$ cat src/rtl/tct_pkg.sv
package tct_pkg;
  typedef enum logic {
    MODE_UP     = 1'b0,
    MODE_UPDOWN = 1'b1
  } tct_mode_e;
endpackage

$ cat src/rtl/tct_peak_reg.sv
module tct_peak_reg #(
  parameter int W = 8
) (
  input  logic         clk,
  input  logic         rst_n,
  input  logic         clr,
  input  logic         we,
  input  logic [W-1:0] wdata,
  input  logic         load,
  output logic [W-1:0] act_q
);
  logic [W-1:0] stage_q;

  always_ff @(posedge clk or negedge rst_n) begin
    if (!rst_n) begin
      stage_q <= '0;
      act_q   <= '0;
    end else begin
      if (we) stage_q <= wdata;
      if (clr) act_q <= we ? wdata : stage_q;
      else if (load) act_q <= stage_q;
    end
  end
endmodule

$ cat src/rtl/tct_step.sv
module tct_step
  import tct_pkg::*;
#(
  parameter int W = 8
) (
  input  tct_mode_e    mode,
  input  logic         tick,
  input  logic [W-1:0] cur,
  input  logic         cur_up,
  input  logic [W-1:0] peak,
  output logic [W-1:0] nxt,
  output logic         nxt_up,
  output logic         hit_peak,
  output logic         hit_zero
);
  function automatic logic [W-1:0] up_next(input logic [W-1:0] c, input logic [W-1:0] p);
    return (c >= p) ? '0 : W'(c + 1'b1);
  endfunction

  // returns {direction_up, next_count}
  function automatic logic [W:0] updn_next(input logic [W-1:0] c, input logic [W-1:0] p,
                                           input logic d);
    if (p == '0) return {1'b1, {W{1'b0}}};
    if (d) begin
      if (c >= p) begin
        if (c <= W'(1)) return {1'b1, {W{1'b0}}};
        return {1'b0, W'(c - 1'b1)};
      end
      return {1'b1, W'(c + 1'b1)};
    end
    if (c <= W'(1)) return {1'b1, {W{1'b0}}};
    return {1'b0, W'(c - 1'b1)};
  endfunction

  logic [W:0] ud;
  assign ud = updn_next(cur, peak, cur_up);

  always_comb begin
    if (mode == MODE_UP) begin
      nxt    = up_next(cur, peak);
      nxt_up = 1'b1;
    end else begin
      nxt    = ud[W-1:0];
      nxt_up = ud[W];
    end
  end

  assign hit_peak = tick && (nxt == peak);
  assign hit_zero = tick && (nxt == '0);
endmodule

$ cat src/rtl/tct_out.sv
module tct_out (
  input  logic clk,
  input  logic rst_n,
  input  logic clr,
  input  logic hit_peak,
  input  logic hit_zero,
  output logic tog_q,
  output logic evt_q
);
  always_ff @(posedge clk or negedge rst_n) begin
    if (!rst_n) begin
      tog_q <= 1'b0;
      evt_q <= 1'b0;
    end else if (clr) begin
      tog_q <= 1'b0;
      evt_q <= 1'b0;
    end else begin
      evt_q <= hit_zero;
      if (hit_peak) tog_q <= ~tog_q;
    end
  end
endmodule

$ cat src/rtl/tick_cmp_timer.sv
module tick_cmp_timer #(
  parameter int W = 8
) (
  input  logic         clk,
  input  logic         rst_n,
  input  logic         tick_en,
  input  logic         mode_sel,
  input  logic         clr,
  input  logic [W-1:0] peak_wdata,
  input  logic         peak_we,
  output logic [W-1:0] count,
  output logic         period_evt,
  output logic         tog_out
);
  import tct_pkg::*;

  tct_mode_e    mode;
  logic         dir_up;
  logic [W-1:0] act_peak;
  logic [W-1:0] nxt_count;
  logic         nxt_dir_up;
  logic         hit_peak;
  logic         hit_zero;

  assign mode = tct_mode_e'(mode_sel);

  tct_peak_reg #(.W(W)) u_peak (
    .clk   (clk),
    .rst_n (rst_n),
    .clr   (clr),
    .we    (peak_we),
    .wdata (peak_wdata),
    .load  (hit_zero),
    .act_q (act_peak)
  );

  tct_step #(.W(W)) u_step (
    .mode     (mode),
    .tick     (tick_en),
    .cur      (count),
    .cur_up   (dir_up),
    .peak     (act_peak),
    .nxt      (nxt_count),
    .nxt_up   (nxt_dir_up),
    .hit_peak (hit_peak),
    .hit_zero (hit_zero)
  );

  tct_out u_out (
    .clk      (clk),
    .rst_n    (rst_n),
    .clr      (clr),
    .hit_peak (hit_peak),
    .hit_zero (hit_zero),
    .tog_q    (tog_out),
    .evt_q    (period_evt)
  );

  always_ff @(posedge clk or negedge rst_n) begin
    if (!rst_n) begin
      count  <= '0;
      dir_up <= 1'b1;
    end else if (clr) begin
      count  <= '0;
      dir_up <= 1'b1;
    end else if (tick_en) begin
      count  <= nxt_count;
      dir_up <= nxt_dir_up;
    end
  end
endmodule

$ cat config.mk
export PLATFORM = sky130hd
export DESIGN_NAME = tick_cmp_timer
export DESIGN_NICKNAME = d
export VERILOG_FILES = /design/src/rtl/tct_pkg.sv /design/src/rtl/tct_peak_reg.sv /design/src/rtl/tct_step.sv /design/src/rtl/tct_out.sv /design/src/rtl/tick_cmp_timer.sv
export SDC_FILE = /design/constraint.sdc
export NUM_CORES = 1
export LEC_CHECK = 0
export BUFFER_PORTS_ARGS = -buffer_cell sky130_fd_sc_hd__buf_2
export CORE_MARGIN = 10
export CORE_UTILIZATION = 52
export DETAILED_ROUTE_END_ITERATION = 12
export GPL_TIMING_DRIVEN = 0
export PLACE_DENSITY_LB_ADDON = 0.2
export SLEW_MARGIN = 5
export SYNTH_ARGS = -nofsm -noshare
export SYNTH_HDL_FRONTEND = slang
export SYNTH_SLANG_ARGS = --single-unit
$ cat constraint.sdc
create_clock -name clk -period 3 [get_ports clk]
set_clock_uncertainty 0.05 [all_clocks]
set_input_delay 0.3 -clock clk [delete_from_list [all_inputs] [get_ports clk]]
set_output_delay 0.3 -clock clk [all_outputs]
set_load 0.02 [all_outputs]
== Word level (Yosys, flattened, before mapping) ==
Index checks and enable logic that the tools add are counted.

* Output and inout port bits: 10
* Register bits after elaboration: 27
* Bits of input ports: 14

* Eq/ne operators: 1
* Reduce and logical (&&, ||, !) cells: 7
* $lt $le $gt $ge: 2
* Bitwise gates (word level): 1
* Add/sub/neg operators: 2
* Mux-type cells: 35

{| class="wikitable"
|+ Operators by type and width
! cell !! count
|-
| $mux W9 || 10
|-
| $mux W8 || 7
|-
| $mux W1 || 18
|-
| $logic_not A8 Y1 || 2
|-
| $add A8 B1 Y8 const B || 1
|-
| $eq A8 B8 Y1 || 1
|-
| $ge A8 B8 Y1 || 1
|-
| $le A8 B1 Y1 const B || 1
|-
| $sub A8 B1 Y8 const B || 1
|-
| $reduce_bool A2 Y1 || 3
|-
| $logic_and A1 B1 Y1 || 2
|-
| $not A1 Y1 || 1
|}

== Logic depth before layout (Yosys ltp) ==
Gate-level depths: netlist (run 1).

* Word-level depth: 18
* Mapped depth: 13
* Mapped depth without buffers: 11

== Cells and area by module ==
From an unflattened synthesis (run 1), not the netlist that was laid out.

* Cells, all modules: 209
* Area total of the unflattened synthesis: 1,911.8 sq um

{| class="wikitable"
|+ Modules (own cells, without submodules)
! module !! times used !! cells an instance !! area an instance (sq um) !! sequential area each (sq um)
|-
| tct_step || 1 || 115 || 805.8 || 0.0
|-
| tct_peak_reg || 1 || 60 || 668.1 || 400.4
|-
| tick_cmp_timer || 1 || 29 || 369.1 || 226.5
|-
| tct_out || 1 || 5 || 68.8 || 50.0
|}

== Worst setup path before layout (run 1) ==
OpenSTA, ideal clock, no wires.

* Path kind: reg-to-reg
* From: register count[1]
* To: register u_out.tog_q
* Stages on the path, launching flop included: 11
* Setup slack: -0.141 ns
* Required time: 2.822 ns
* Path buffers: 0
* Arrival: 2.964 ns
* Path through: dfrtp_1 ha_1 nor2b_1 o211a_1 o311ai_4 nand3_1 o221a_2 nor3_1 o2111ai_1 nor4_1 mux2_1

* Longest elaborated chain between the ends: 17

{| class="wikitable"
|+ RTL lines
! item !! line !! text
|-
| start, declared || tick_cmp_timer.sv:11 || <nowiki>output logic [W-1:0] count,</nowiki>
|-
| start signal, assigned || tick_cmp_timer.sv:67 || <nowiki>count <= nxt_count;</nowiki>
|-
| $le A8 B1 Y1 || tct_step.sv:26, tct_step.sv:31 ||
|-
| $mux W1 || tct_step.sv:26, tct_step.sv:31 ||
|-
| $mux W1 || tct_step.sv:25 || <nowiki>if (c >= p) begin</nowiki>
|-
| $mux W1 (2 in series) || tct_step.sv:24 || <nowiki>if (d) begin</nowiki>
|-
| $mux W9 || tct_step.sv:27 || <nowiki>return {1'b0, W'(c - 1'b1)};</nowiki>
|-
| $mux W9 || tct_step.sv:25 ||
|-
| $mux W9 || tct_step.sv:29 || <nowiki>return {1'b1, W'(c + 1'b1)};</nowiki>
|-
| $mux W9 || tct_step.sv:24 ||
|-
| $mux W9 || tct_step.sv:31 || <nowiki>if (c <= W'(1)) return {1'b1, {W{1'b0}}};</nowiki>
|-
| $mux W9 || tct_step.sv:32 || <nowiki>return {1'b0, W'(c - 1'b1)};</nowiki>
|-
| $mux W9 || tct_step.sv:31 ||
|-
| $mux W9 || tct_step.sv:24 ||
|-
| $mux W8 (*) || tct_step.sv:39 || <nowiki>if (mode == MODE_UP) begin</nowiki>
|-
| $eq A8 B8 Y1 (*) || tct_step.sv:48 || <nowiki>assign hit_peak = tick && (nxt == peak);</nowiki>
|-
| $logic_and A1 B1 Y1 (*) || tct_step.sv:48 ||
|-
| $reduce_bool A2 Y1 (no source line) (*) || -- ||
|-
| end signal, assigned || tct_out.sv:19 || <nowiki>if (hit_peak) tog_q <= ~tog_q;</nowiki>
|-
| end, declared || tct_out.sv:7 || <nowiki>output logic tog_q,</nowiki>
|}

Mark *: on every way between the ends. The rest lies on a longest branch, timed or not. The select of a mux whose other input is x is not followed.
A chain may end at the register's enable or synchronous reset.

== Final worst setup path (run 1) ==
* From: register count[4]
* To: register u_out.tog_q

The elaborated chain is that of the path after synthesis.

==> results of run 1 <==
state kept, by name (all words and copies together) (netlist names):
register / cells
count: 8
dir_up: 1
u_out.evt_q: 1
u_out.tog_q: 1
u_peak.act_q: 8
u_peak.stage_q: 8
through the flow:
stage | worst slack [ns] | power [uW] | hold slack (ns) | TNS (ns)
after floorplan | 0.01555 | 583.9 | -0.04559 | 0
after global placement | -0.2862 | 636.1 | 0.2720 | -1.151
after detailed placement | -0.4442 | 649.3 | 0.2997 | -1.929
after CTS | -0.1438 | 848.0 | 0.1473 | -0.9712
after global routing | -0.2849 | 919.2 | 0.1402 | -2.125
final | -0.1890 | 871.9 | 0.1554 | -1.181
what timing repair did:
| item | 4_1_cts | 5_1_grt |
|---|---|---|
| resized for setup | 20 | 9 |
| gates cloned | 0 | 0 |
| setup endpoints to repair | 9 | 10 |
| setup buffers | 16 | 4 |
| pin swaps | 12 | 10 |
| endpoints found under the hold margin | 26 | 0 |
| hold buffers | 1 | 0 |
kinds of logic (layout without fill, tap and decap cells):
group                      count (synthesis)  in the layout  synth area share
and+or+nand+nor                           59             59            0.1603
AOI/OAI and AO/OA                         54             54            0.2435
buffers and inverters                     20             66           0.04657
DFF                                       27             27            0.3599
muxes                                     18             18            0.1025
xor gates and xnor gates                   3              3           0.01397
adders and majority gates                 11             11           0.07319
worst max-delay path, stage by stage, from the launching register on:
cell and delay [ns]:
dfrtp_2 0.52, or4_4 0.58, o41ai_4 0.43, a31oi_4 0.12, a221o_1 0.43, a21oi_2 0.17
o22ai_2 0.11, nor4_4 0.35, mux2_4 0.33
cell type report:
cell class	count	area, um^2	area share
Timing Repair Buffer	43	286.5	0.1187
Clock inverter	1	5.005	0.002074
Clock buffer	3	22.52	0.009331
Tap cell	46	57.56	0.02385
Sequential cell	27	684.4	0.2836
Inverter	12	45.04	0.01866
Multi-Input combinational cell	145	1271	0.5267
Buffer	7	41.29	0.01711
worst paths after layout:
| path | startpoint | to | slack (ns) | cells after the start |
|---|---|---|---|---|
| max reg2reg | count[4] | u_out.tog_q | -0.19 | 8 |
| min | peak_wdata[3] | u_peak.stage_q[3] | 0.16 | 2 |
| min reg2reg | u_peak.stage_q[0] | u_peak.stage_q[0] | 0.49 | 1 |
| max | count[4] | u_out.tog_q | -0.19 | 8 |
| min in group asynchronous | rst_n | u_peak.stage_q[2] | 0.44 | 2 |
| max in group asynchronous | rst_n | count[5] | 2.02 | 2 |
power by group through the flow:
stage          registers [uW]  clock network (uW)  logic, uW
2_1_floorplan             427                   0        157
3_3_place_gp              430                   0        207
3_5_place_dp              432                   0        217
4_1_cts                   422                 166        260
5_1_grt                   427                 182        310
6_report                  423                 163        286
layer usage:
| metal | routed length (um) | share of wire | vias to the layer above |
|---|---|---|---|
| met5 | 0 | 0 | - |
| met4 | 183 | 0.033 | 0 |
| met3 | 382 | 0.069 | 26 |
| met2 | 2813 | 0.51 | 111 |
| met1 | 2177 | 0.39 | 874 |
| li1 | - | - | 832 |
placed cells by master, fill, tap and decap left out, types with 3 or more instances in the layout:
cell type	synthesis	final
mux2i_1	8	7
dfrtp_1	26	20
nand2_1	9	9
buf_4	1	18
buf_2	1	22
buf_6	1	3
inv_2	0	3
and3_1	9	6
mux2_2	9	9
ha_1	11	9
a221o_1	5	5
inv_1	11	8
nor2_1	17	17
nor2b_1	3	3
clkbuf_1	5	5
dfrtp_2	0	6
clkbuf_4	0	3
o221ai_2	0	4
and3_4	0	3
nor3_1	4	4
nand3_1	7	6
a21oi_1	16	14
==> reports/metrics.csv, run 1 <==
stage;metric;value;unit
synthesis;synth_edf_count;0;
timing;finalSetupViolations;9;
clocking;cts_buffers;3;
synthesis;syn_inst;192;
route;first_pass_iters;5;
die;coreArea;3416;um^2
synthesis;syn_area_per_cell;9.795;um^2
outcome;status;complete, but fails checks;
clocking;cts_tree;yes;
synthesis;synth.most_common_cell;dfrtp_1;
global_route;grt_pass1_wl;8659;um
power_and_ir_drop;p_sw;295.0;uW
die;die_area;6422;um^2
power_and_ir_drop;leakagePower;0.001129;uW
die;io-pin-count;24;
global_route;antenna_found_initial;0;
timing;maxSlewHeadroom;0.5899;
critical_path;critPathRequiredTime;3.18;ns
synthesis;synth.area.top_cells;dfrtp_1, ha_1, mux2_2, a21oi_1, mux2i_1;
clocking;path_clk_slew;0.15;ns
global_route;grtUsageMet1;0.1950;
clocking;root_buffer;clkbuf_4;
global_route;grt.met2_usage;0.2849;
timing;tightest_slew;0.6151;ns
critical_path;crit_fanout;10;
synthesis;syn_area;1881;um^2
timing;min_period;3.189;ns
synthesis;synthTopCellsByCount;dfrtp_1, nor2_1, a21oi_1, ha_1, inv_1;
power_and_ir_drop;comb_power_share;0.328;
synthesis;yosysTopAreaCellShare;0.3460;
placed_design;port_buffers;22;
die;die_w;80.14;um
critical_path;start_kind;register;
clocking;cts_buffer_depth;2;
power_and_ir_drop;clock_power_share;0.187;
synthesis;ys_ff_latch;27;
timing;hold_viol_final;0;
timing;drv_slew;0;
global_route;grt_max_degree;28;
power_and_ir_drop;internal_power;576.9;uW
synthesis;synth-async-reset-ratio;1.000;
route;drtAntennaViolNets;0;
die;rows;21;
power_and_ir_drop;powerDensity;361.3;nW/um^2
timing;fin_crit_sh;1.063;
final_layout;num_antenna_cells;0;
power_and_ir_drop;p_sw_frac;0.3383;
global_route;top_usage_layer;met2;
final_layout;nets;264;
global_route;grt_overflow_total;0;
die;initial_core_util;0.5505;
final_layout;fillers;260;
route;vias;1843;
global_route;first_global_vias;1826;
final_layout;post-route-util;0.7066;
outcome;violations;negative setup slack;
synthesis;yosys_warnings;0;
power_and_ir_drop;pwr-share-seq;0.485;
power_and_ir_drop;peakVddDrop;0.3141;mV
synthesis;ys_seq_area_frac;0.3599;
final_layout;finalNonFillerCells;284;
final_layout;design_area;2414;um^2
clocking;cts_sinks;27;
placed_design;detailed_place_hpwl;3609;um
die;dieHeight;80.14;um
timing;layout_setup_ws;-0.1890;ns
clocking;insertion_delay;0.32;ns
placed_design;dp_cells;260;
placed_design;place_area;2082;um^2
critical_path;critPathKind;register to register;
critical_path;cp.arrival;3.37;ns
route;drt-wirelength-per-cell;19.57;um
route;drtIter0Drc;208;
synthesis;synthFlopType;dfrtp_1;
final_layout;drive_gt1_frac;0.3908;
final_layout;area_growth;28.34;%
synthesis;synth_largest_area_cell;dfrtp_1;
synthesis;syn-num-nets;217;
min_path;hp-class;input port to register;
route;drt-total-wl;5558;um
synthesis;synthDistinctLibCells;50;
run;max_cap_viol_count;0;
timing;fmax;0.3136;GHz
route;drc;0;
timing;rsz0062_at_grt;true;
route;vias_per_cell;6.489;
global_route;grtUsageMet3;0.02784;
clocking;cts_htree_levels;1;
critical_path;endpoint_kind;register;
global_route;gr-usage-all-layers;0.1646;
placed_design;routabilityCongestion;0.9250;
(Power assumes the default switching activity.)
==> run 2, diff against run 1 <==
--- a/config.mk
+++ b/config.mk
@@ -8,2 +8,3 @@
 export BUFFER_PORTS_ARGS = -buffer_cell sky130_fd_sc_hd__buf_2
+export CORE_ASPECT_RATIO = 1.5
 export CORE_MARGIN = 10
@@ -13,2 +14,3 @@
 export PLACE_DENSITY_LB_ADDON = 0.2
+export SETUP_SLACK_MARGIN = 0.02
 export SLEW_MARGIN = 5
==> constraint.sdc (replaced) <==
create_clock -name clk -period 3 [get_ports clk]
set_clock_uncertainty 0.05 [all_clocks]
set_input_delay 0.45 -clock clk [delete_from_list [all_inputs] [get_ports clk]]
set_output_delay 0.45 -clock clk [all_outputs]
set_load 0.02 [all_outputs]
==> run 2 against run 1 <==
Against the previous run: cell area is 3.2% higher; via count shrank 2.7%; fmax down 0.83%; highest routed layer unchanged; combinational power barely moved; sequential cell count unchanged; power is 5.7% higher; non-clock buffer count is 7 higher; the run still ends with negative setup slack left; worst setup slack worse by 0.027 ns.
==> reports/metrics.csv, run 2 (same netlist as run 1, synthesis figures left out) <==
stage;metric;value;unit
critical_path;crit_fanout;6;
run;max_cap_viol_count;0;
die;coreArea;3448;um^2
timing;min_period;3.216;ns
global_route;grt_pass1_wl;8597;um
route;met2WireLength;2907;um
timing;fin_crit_sh;1.072;
global_route;grt_max_degree;28;
global_route;grt_overflow_total;0;
timing;layout_setup_ws;-0.2157;ns
global_route;first_global_vias;1844;
timing;rsz0062_at_grt;true;
final_layout;mostFrequentLayoutCells;buf_4, buf_2, dfrtp_1;
critical_path;start_kind;register;
clocking;cts_hold_buf;0;
route;wl_met1;2111;um
global_route;gr-usage-all-layers;0.1539;
global_route;antenna_found_initial;0;
clocking;cts_sinks;27;
die;die_area;6471;um^2
clocking;insertion_delay;0.27;ns
final_layout;nets;271;
critical_path;r2r-start;count[2];
final_layout;num_antenna_cells;0;
route;dr_wl_met3;223;um
power_and_ir_drop;leakagePower;0.001164;uW
timing;tightest_slew;0.5921;ns
route;top_layer;met4;
placed_design;place_area;2091;um^2
final_layout;drive_gt1_frac;0.4163;
critical_path;critical-path-max-stage-delay;0.50;ns
power_and_ir_drop;total_power;921.4;uW
final_layout;area_growth;32.47;%
power_and_ir_drop;peakVddDrop;0.3549;mV
route;drt-total-wl;5363;um
timing;maxSlewHeadroom;0.6053;
timing;fmax;0.3110;GHz
route;drtAntennaViolNets;0;
route;drtIter0Drc;129;
critical_path;rrSetupSlack;-0.22;ns
critical_path;critPathSlowestCell;or4_4;
timing;drv_slew;0;
outcome;status;complete, but fails checks;
die;die_w;69.10;um
timing;hold_viol_final;0;
clocking;cts_buffer_depth;2;
placed_design;routabilityCongestion;0.9307;
route;first_pass_iters;4;
critical_path;rr_worst_depth;9;
critical_path;r2r_end;u_out.tog_q;
die;initial_core_util;0.5454;
critical_path;critPathKind;register to register;
die;io-pin-count;24;
clocking;cts_buffers;3;
route;vias;1793;
outcome;violations;negative setup slack;
placed_design;port_buffers;22;
timing;finalSetupViolations;10;
power_and_ir_drop;powerDensity;369.9;nW/um^2
clocking;root_buffer;clkbuf_8;
min_path;hp-class;input port to async pin;
clocking;cts_htree_levels;1;
clocking;cts_tree;yes;
critical_path;endpoint_kind;register;
timing;setup_tns;-1.404;ns
timing;holdWs;0.1156;ns
final_layout;finalNonFillerCells;287;
clocking;path_clk_slew;0.10;ns
placed_design;detailed_place_hpwl;3752;um
final_layout;reg_top3;count: 8 flops, u_peak.act_q: 8 flops, u_peak.stage_q: 8 flops;
placed_design;dp_cells;256;
final_layout;final_common_cell;buf_4;
critical_path;critPathRequiredTime;3.11;ns
route;vias_per_cell;6.247;
critical_path;crit_family;compound AO/OA/AOI/OAI gates;
critical_path;path_cells;buf_8, or4_4, o41ai_4, a31oi_4, a221o_1, a21oi_1, o22ai_1, nor4_2, mux2_1;
final_layout;design_area;2491;um^2
critical_path;cp.arrival;3.33;ns
die;rows;26;
final_layout;fillers;272;
route;drc;0;
critical_path;path_buf_inv;1;
die;dieHeight;93.65;um
route;drt-wirelength-per-cell;18.69;um
## run 2: changes by cell type in the layout (fill, tap and decap cells not counted), moves of 2 or more
cell | previous run | this run
clkbuf_8 | 0 | 3
buf_4 | 18 | 23
and3_1 | 6 | 8
and3_4 | 3 | 0
buf_6 | 3 | 5
clkbuf_4 | 3 | 0
dfrtp_1 | 20 | 18
dfrtp_2 | 6 | 8
## run 2: where the power goes
part	internal (uW)	switching [uW]	total (uW)
logic	135	154	289
registers	395	26.2	421
clock network	94.3	117	212
## run 2: how the worst max path moves through the flow
stage,startpoint,to,cells past startpoint
6_report,count[2],u_out.tog_q,9
5_1_grt,u_peak.act_q[1],u_peak.act_q[1],15
4_1_cts,u_peak.act_q[1],u_out.tog_q,13
3_5_place_dp,count[6],u_out.tog_q,9
3_3_place_gp,count[6],u_out.tog_q,9
2_1_floorplan,count[0],u_out.tog_q,12
## run 2: area by class of cell
type                       instances  area [um^2]  share of cell area
clock inverter                     1        7.507            0.003014
multi-input combinational        145         1265              0.5078
timing repair buffer              49        340.3              0.1366
inverter                          12        45.04             0.01808
sequential                        27        686.9              0.2757
tap                               42        52.55             0.02109
buffer                             8        52.55             0.02109
clock buffer                       3        41.29             0.01657
## run 2: per-stage QoR
step / utilization / setup WS (ns)
floorplan: - / 0.02503
global placement: 0.6063 / -0.3050
finish: 0.7224 / -0.2157
detailed placement: 0.6063 / -0.3647
global route: 0.7224 / -0.3256
CTS: 0.6934 / -0.1811
## run 2: repair_timing
action	in CTS	in global routing
setup buffers	17	9
cloned	1	0
pin swaps	17	10
endpoints found under the hold margin	0	0
setup endpoints to repair	9	10
resized for setup	21	10
## run 2: per-layer routing
| metal | GRT usage | up-vias |
|---|---|---|
| met2 | 0.3073 | 56 |
| met5 | 0 | - |
| met4 | 0.04545 | 0 |
| li1 | - | 839 |
| met1 | 0.1574 | 886 |
| met3 | 0.02434 | 12 |
## run 2: worst reg2reg max path: stages, from the launching register on
cell	delay, ns
dfrtp_2	0.46
buf_8	0.15
or4_4	0.50
o41ai_4	0.43
a31oi_4	0.12
a221o_1	0.42
a21oi_1	0.22
o22ai_1	0.12
nor4_2	0.28
mux2_1	0.35
